**src/rtl/sram_ctrl_pkg.sv**
```systemverilog
package sram_ctrl_pkg;

  typedef enum logic [1:0] {
    ST_IDLE = 2'd0,
    ST_RD   = 2'd1,
    ST_WR   = 2'd2,
    ST_REC  = 2'd3
  } seq_st_e;

  // Round a nanosecond interval up to whole clock periods.
  function automatic int ns_to_cyc(input int ns, input int per);
    return (ns + per - 1) / per;
  endfunction

  function automatic int imax(input int a, input int b);
    return (a > b) ? a : b;
  endfunction

endpackage

```
**src/rtl/sram_phase_timer.sv**
```systemverilog
module sram_phase_timer #(
  parameter int CNT_W = 8
) (
  input  logic             clk,
  input  logic             rst,
  input  logic             restart,
  input  logic [CNT_W-1:0] len,
  output logic [CNT_W-1:0] cnt,
  output logic             last
);

  // Elapsed-cycle counter for the current phase.
  always_ff @(posedge clk) begin
    if (rst || restart) begin
      cnt <= '0;
    end else begin
      cnt <= cnt + 1'b1;
    end
  end

  assign last = (cnt == len - 1'b1);

endmodule

```
**src/rtl/sram_req_latch.sv**
```systemverilog
module sram_req_latch #(
  parameter int ADDR_W = 21,
  parameter int DATA_W = 8
) (
  input  logic              clk,
  input  logic              rst,
  input  logic              load,
  input  logic [ADDR_W-1:0] addr_i,
  input  logic [DATA_W-1:0] data_i,
  input  logic              wr_i,
  output logic [ADDR_W-1:0] addr_o,
  output logic [DATA_W-1:0] data_o,
  output logic              wr_o
);

  // Holds the accepted request for the whole transfer and beyond,
  // so the address and data stay put through hold and recovery.
  always_ff @(posedge clk) begin
    if (rst) begin
      addr_o <= '0;
      data_o <= '0;
      wr_o   <= 1'b0;
    end else if (load) begin
      addr_o <= addr_i;
      data_o <= data_i;
      wr_o   <= wr_i;
    end
  end

endmodule

```
**src/rtl/sram_strobe_ctrl.sv**
```systemverilog
module sram_strobe_ctrl
  import sram_ctrl_pkg::*;
#(
  parameter int ADDR_W        = 21,
  parameter int DATA_W        = 8,
  parameter int CLK_PERIOD_NS = 4,
  parameter int T_ACC_NS      = 70,
  parameter int T_OE_NS       = 35,
  parameter int T_WP_NS       = 55,
  parameter int T_WC_NS       = 70,
  parameter int T_DS_NS       = 30,
  parameter int T_DH_NS       = 10,
  parameter int T_WR_NS       = 15
) (
  input  logic              clk,
  input  logic              rst,
  input  logic              req,
  input  logic              wr,
  input  logic [ADDR_W-1:0] addr,
  input  logic [DATA_W-1:0] wdata,
  output logic [DATA_W-1:0] rdata,
  output logic              done,
  output logic [ADDR_W-1:0] mem_addr,
  output logic [DATA_W-1:0] mem_dout,
  input  logic [DATA_W-1:0] mem_din,
  output logic              mem_drv,
  output logic              mem_ce_n,
  output logic              mem_we_n,
  output logic              mem_oe_n
);

  // Phase lengths in cycles.
  localparam int RD_LEN   = imax(imax(ns_to_cyc(T_ACC_NS, CLK_PERIOD_NS),
                                      ns_to_cyc(T_OE_NS, CLK_PERIOD_NS)), 1);
  localparam int WP_LEN   = imax(imax(ns_to_cyc(T_WP_NS, CLK_PERIOD_NS),
                                      ns_to_cyc(T_DS_NS, CLK_PERIOD_NS)), 1);
  localparam int DH_LEN   = ns_to_cyc(T_DH_NS, CLK_PERIOD_NS);
  localparam int RREC_LEN = imax(ns_to_cyc(T_WR_NS, CLK_PERIOD_NS), 1);
  localparam int WREC_LEN = imax(imax(RREC_LEN, DH_LEN),
                                 ns_to_cyc(T_WC_NS, CLK_PERIOD_NS) - WP_LEN);
  localparam int MAX_LEN  = imax(imax(RD_LEN, WP_LEN), imax(RREC_LEN, WREC_LEN));
  localparam int CNT_W    = $clog2(MAX_LEN + 1) + 1;

  seq_st_e          st;
  logic             accept;
  logic             restart;
  logic [CNT_W-1:0] ph_len;
  logic [CNT_W-1:0] ph_cnt;
  logic             ph_last;
  logic             lat_wr;

  assign accept  = (st == ST_IDLE) && req;
  assign restart = accept || ((st != ST_IDLE) && ph_last);

  always_comb begin
    case (st)
      ST_RD:   ph_len = CNT_W'(RD_LEN);
      ST_WR:   ph_len = CNT_W'(WP_LEN);
      ST_REC:  ph_len = lat_wr ? CNT_W'(WREC_LEN) : CNT_W'(RREC_LEN);
      default: ph_len = CNT_W'(1);
    endcase
  end

  sram_phase_timer #(.CNT_W(CNT_W)) u_timer (
    .clk     (clk),
    .rst     (rst),
    .restart (restart),
    .len     (ph_len),
    .cnt     (ph_cnt),
    .last    (ph_last)
  );

  sram_req_latch #(.ADDR_W(ADDR_W), .DATA_W(DATA_W)) u_latch (
    .clk    (clk),
    .rst    (rst),
    .load   (accept),
    .addr_i (addr),
    .data_i (wdata),
    .wr_i   (wr),
    .addr_o (mem_addr),
    .data_o (mem_dout),
    .wr_o   (lat_wr)
  );

  always_ff @(posedge clk) begin
    if (rst) begin
      st       <= ST_IDLE;
      mem_ce_n <= 1'b1;
      mem_we_n <= 1'b1;
      mem_oe_n <= 1'b1;
      mem_drv  <= 1'b0;
      done     <= 1'b0;
      rdata    <= '0;
    end else begin
      done <= 1'b0;
      case (st)
        ST_IDLE: begin
          if (req) begin
            mem_ce_n <= 1'b0;
            if (wr) begin
              st       <= ST_WR;
              mem_we_n <= 1'b0;
              mem_drv  <= 1'b1;
            end else begin
              st       <= ST_RD;
              mem_oe_n <= 1'b0;
            end
          end
        end
        ST_RD: begin
          if (ph_last) begin
            rdata    <= mem_din;
            mem_ce_n <= 1'b1;
            mem_oe_n <= 1'b1;
            st       <= ST_REC;
          end
        end
        ST_WR: begin
          if (ph_last) begin
            mem_we_n <= 1'b1;
            mem_ce_n <= 1'b1;
            mem_drv  <= (DH_LEN > 0);
            st       <= ST_REC;
          end
        end
        ST_REC: begin
          if (mem_drv && (int'(ph_cnt) + 1 >= DH_LEN)) begin
            mem_drv <= 1'b0;
          end
          if (ph_last) begin
            done    <= 1'b1;
            mem_drv <= 1'b0;
            st      <= ST_IDLE;
          end
        end
        default: st <= ST_IDLE;
      endcase
    end
  end

endmodule

```
**config.mk**
```make
export PLATFORM = sky130hd
export DESIGN_NAME = sram_strobe_ctrl
export DESIGN_NICKNAME = d
export VERILOG_FILES = /design/src/rtl/sram_ctrl_pkg.sv /design/src/rtl/sram_phase_timer.sv /design/src/rtl/sram_req_latch.sv /design/src/rtl/sram_strobe_ctrl.sv
export SDC_FILE = /design/constraint.sdc
export NUM_CORES = 1
export LEC_CHECK = 0
export BUFFER_PORTS_ARGS = -buffer_cell sky130_fd_sc_hd__buf_2
export CAP_MARGIN = 0
export CORE_ASPECT_RATIO = 1.4
export CORE_MARGIN = 1
export CORE_UTILIZATION = 40
export CTS_CLUSTER_SIZE = 25
export DETAILED_ROUTE_END_ITERATION = 10
export PLACE_DENSITY_LB_ADDON = 0.15
export SLEW_MARGIN = 20
export SYNTH_ARGS = -nofsm -noshare
export SYNTH_HDL_FRONTEND = slang
export SYNTH_SLANG_ARGS = --single-unit
```
**constraint.sdc**
```tcl
create_clock -name clk -period 3.4 [get_ports clk]
set_clock_uncertainty 0.1 [all_clocks]
set_input_delay 0.17 -clock clk [delete_from_list [all_inputs] [get_ports clk]]
set_output_delay 0.17 -clock clk [all_outputs]
set_load 0.02 [all_outputs]
```
==> summary.md <==
- root buffer cell: sky130_fd_sc_hd__clkbuf_8
- Placer Congestion: 0.862
- CTS tree: built
- clk buf depth: 2
- Slew Viols, Final: 0
- number of sinks on the clock net: 50
- outcome: finished, final reports clean
- DRC: 0
- number of unique standard cell types used by synthesis: 42
- combined buffer and inverter count along the critical path: 1
- wire per inst: 12.5 um
- synthesized area per cell: 8.60 um2
- CP max-delay cell: sky130_fd_sc_hd__and3_1
- Max VDD drop: 0.358 mV
- initial drt markers: 87
- RSZ-0062 raised after global routing: false
- post-route standard cell area excluding fillers: 2980 um2
- post-synthesis instance area: 2240 um2
- biggest fanout along the worst timing path: 9
- WP data arrival: 2490 ps
- Achievable Freq: 0.423 GHz
- Post-Place Cell Area: 2650 um2
- setup total negative slack: 0 ps
- crit path setup slack, layout: 1040 ps
- die footprint: 5920 um2
- final design utilization: 56.4%
- buffers added on ports: 82
- sum of net half-perimeters after detailed placement: 3.48 mm
- shortest period the worst path allows: 2360 ps
- number of clock buffers inserted by TritonCTS: 5
- clock latency of the later-clocked register in the worst-skew pair: 300 ps
- Net Count, Synth: 308
- worst hold-check slack: 7.93 ps
- First-pass DRT Iterations: 4
- part of the Yosys area used for sequential elements: 44.6%
- number of antenna violations at the first check in global routing: 0
- core region area: 5280 um2
- chain of cells forming the critical path: inv_1, ha_1, xor2_2, nor4_2, and3_1, mux2i_1
- Die Y-Extent: 90.6 um
- total number of H-tree levels: 2
- number of standard cells after synthesis: 261
- overall global routing resource usage: 18.4%
- via count of the first global-routing pass: 1872
- startpoint kind of the worst setup timing path: flop
- initial cell density of the core: 42.5%
- async set or reset register ratio after synthesis: 0%
- required time worst endpoint: 3530 ps
- number of flip-flops and latches in the synthesized netlist: 50
- std cell rows: 31
- Via Count: 2089
- wire length of the first global-routing pass: 8.56 mm
- Placement Setup Slack: 1070 ps
- final hold viol count: 0
- fraction of layout instances using a drive strength above 1: 26.9%
- Inserted Diodes: 0
- critical path capture point type: flop
- cell family with the largest share of critical-path delay: simple AND/OR/NAND/NOR gates
- transition at the pin with the smallest max-transition slack: 514 ps
- delay of the slowest critical-path stage: 550 ps
- final-stage net count: 408
- Setup-failing EPs final: 0
- pin count of the biggest net entering global routing: 31
- wire length reported by the detailed router: 5.36 mm
- total power density per cell area: 656 nW/um2
- post-CTS setup repair buffer count: 0
- tightest slew margin relative to the limit: 65.7%
- horizontal extent of the die: 65.3 um
- count of antenna-violating nets left after detailed routing: 0
- CTS clk-pin slew, worst paths: 80 ps
- Max-cap violations: 0
- post-route clock period utilization: 69.5%
- number of enable-type register cells in the synthesized netlist: 0
- Crit Path Class: flop to flop
- Most used DFF post-synth: sky130_fd_sc_hd__dfxtp_1
- number of warning messages in the yosys log: 0
- cell leakage power: 1.33 nW
- number of ports placed on the die boundary: 83
- remaining global-route overflow: 0
- layout overhead on the synthesized area: 32.6%
- Tightest Hold Check Type: input port to flop
- via-per-instance ratio: 4.89
worst register-to-register path, delay by kind of cell, from the launching register on:
family | cells | cell delay, ps
fa+ha+maj | 1 | 230
buf+inv | 1 | 90
xor+xnor | 1 | 200
simple gates | 2 | 1040
flops | 1 | 400
mux | 1 | 240
power by group:
| part | internal [mW] | switching, mW |
|---|---|---|
| Clock | 0.141 | 0.185 |
| Combinational | 0.324 | 0.514 |
| Sequential | 0.706 | 0.0803 |
| Total | 1.17 | 0.779 |
synth_stat cells, types with 4 or more instances:
cell type / count / area share [%]
sky130_fd_sc_hd__dfxtp_1: 50 / 45
sky130_fd_sc_hd__nor3_1: 5 / 1.1
sky130_fd_sc_hd__nand2_1: 63 / 11
sky130_fd_sc_hd__nand2b_1: 19 / 5.3
sky130_fd_sc_hd__clkbuf_1: 10 / 1.7
sky130_fd_sc_hd__a21oi_1: 33 / 7.4
sky130_fd_sc_hd__ha_1: 6 / 3.3
sky130_fd_sc_hd__inv_1: 4 / 0.67
sky130_fd_sc_hd__mux2i_1: 10 / 4.5
sky130_fd_sc_hd__nand3_1: 4 / 0.89
sky130_fd_sc_hd__nor2_1: 11 / 1.8
cells by family after synthesis:
kind of cell             synth area share (%)
AO/OA/AOI/OAI                            14.6
XOR/XNOR                                 3.07
adder cells (fa/ha/maj)                  3.35
buffers and inverters                    5.74
flip-flops                               44.6
multiplexers                             4.46
AND/OR/NAND/NOR                          24.2
flip-flops by register name (all words and copies together) (netlist names):
| register | flops |
|---|---|
| done | 1 |
| mem_ce_n | 1 |
| mem_drv | 1 |
| mem_oe_n | 1 |
| mem_we_n | 1 |
| rdata | 8 |
| st | 2 |
| u_latch.addr_o | 21 |
| u_latch.data_o | 8 |
| u_timer.cnt | 6 |
stage by stage:
step | std cells | power (mW)
2_1_floorplan | 261 | 1.40
3_3_place_gp | 395 | 1.60
3_5_place_dp | 395 | 1.61
4_1_cts | 424 | 1.96
5_1_grt | 427 | 2.09
6_report | 427 | 1.95
cell type report:
class,count,area (um2)
Inverter,4,15.0
Sequential cell,50,1000
Multi-Input combinational cell,190,1110
Clock buffer,6,72.6
Tap cell,66,82.6
Clock inverter,1,7.51
Timing Repair Buffer,110,683
Fill cell,498,2300
layout by cell type (no fill, tap or decap), types with 3 or more instances in the layout:
cell	Yosys	final
sky130_fd_sc_hd__xor2_1	3	3
sky130_fd_sc_hd__clkbuf_8	3	5
sky130_fd_sc_hd__nand3_1	4	4
sky130_fd_sc_hd__buf_2	1	82
sky130_fd_sc_hd__mux2i_1	10	10
sky130_fd_sc_hd__inv_1	4	4
sky130_fd_sc_hd__buf_4	1	3
sky130_fd_sc_hd__xnor2_1	3	3
sky130_fd_sc_hd__o21ai_0	3	3
sky130_fd_sc_hd__nand2b_1	19	19
sky130_fd_sc_hd__nor2_1	11	11
sky130_fd_sc_hd__dfxtp_1	50	50
sky130_fd_sc_hd__nand2_1	63	63
sky130_fd_sc_hd__ha_1	6	6
sky130_fd_sc_hd__nor3_1	5	5
sky130_fd_sc_hd__dlygate4sd3_1	0	25
sky130_fd_sc_hd__a21oi_1	33	33
path summary, 6_finish.rpt:
| check | slack [ps] | from | cells after the start | end |
|---|---|---|---|---|
| max | 1040 | st[1] | 6 | rdata[7] |
| min | 8 | wdata[1] | 3 | u_latch.data_o[1] |
| max reg2reg | 1040 | st[1] | 6 | rdata[7] |
| min reg2reg | 350 | u_latch.addr_o[9] | 2 | u_latch.addr_o[9] |
timing repair:
action	4_1_cts	5_1_grt
endpoints found under the hold margin	22	3
resized for setup	0	0
hold buffers	22	3
routing by layer:
| metal | global-route usage, % | share of wire (%) | vias up | routed length, um |
|---|---|---|---|---|
| li1 | - | - | 1072 | - |
| met1 | 22.0 | 43 | 946 | 2280 |
| met2 | 30.0 | 49 | 63 | 2650 |
| met3 | 5.43 | 6.1 | 8 | 329 |
| met4 | 7.97 | 1.8 | 0 | 95 |
| met5 | 0 | 0 | - | 0 |
No activity file was read; power rests on OpenSTA's default activity.
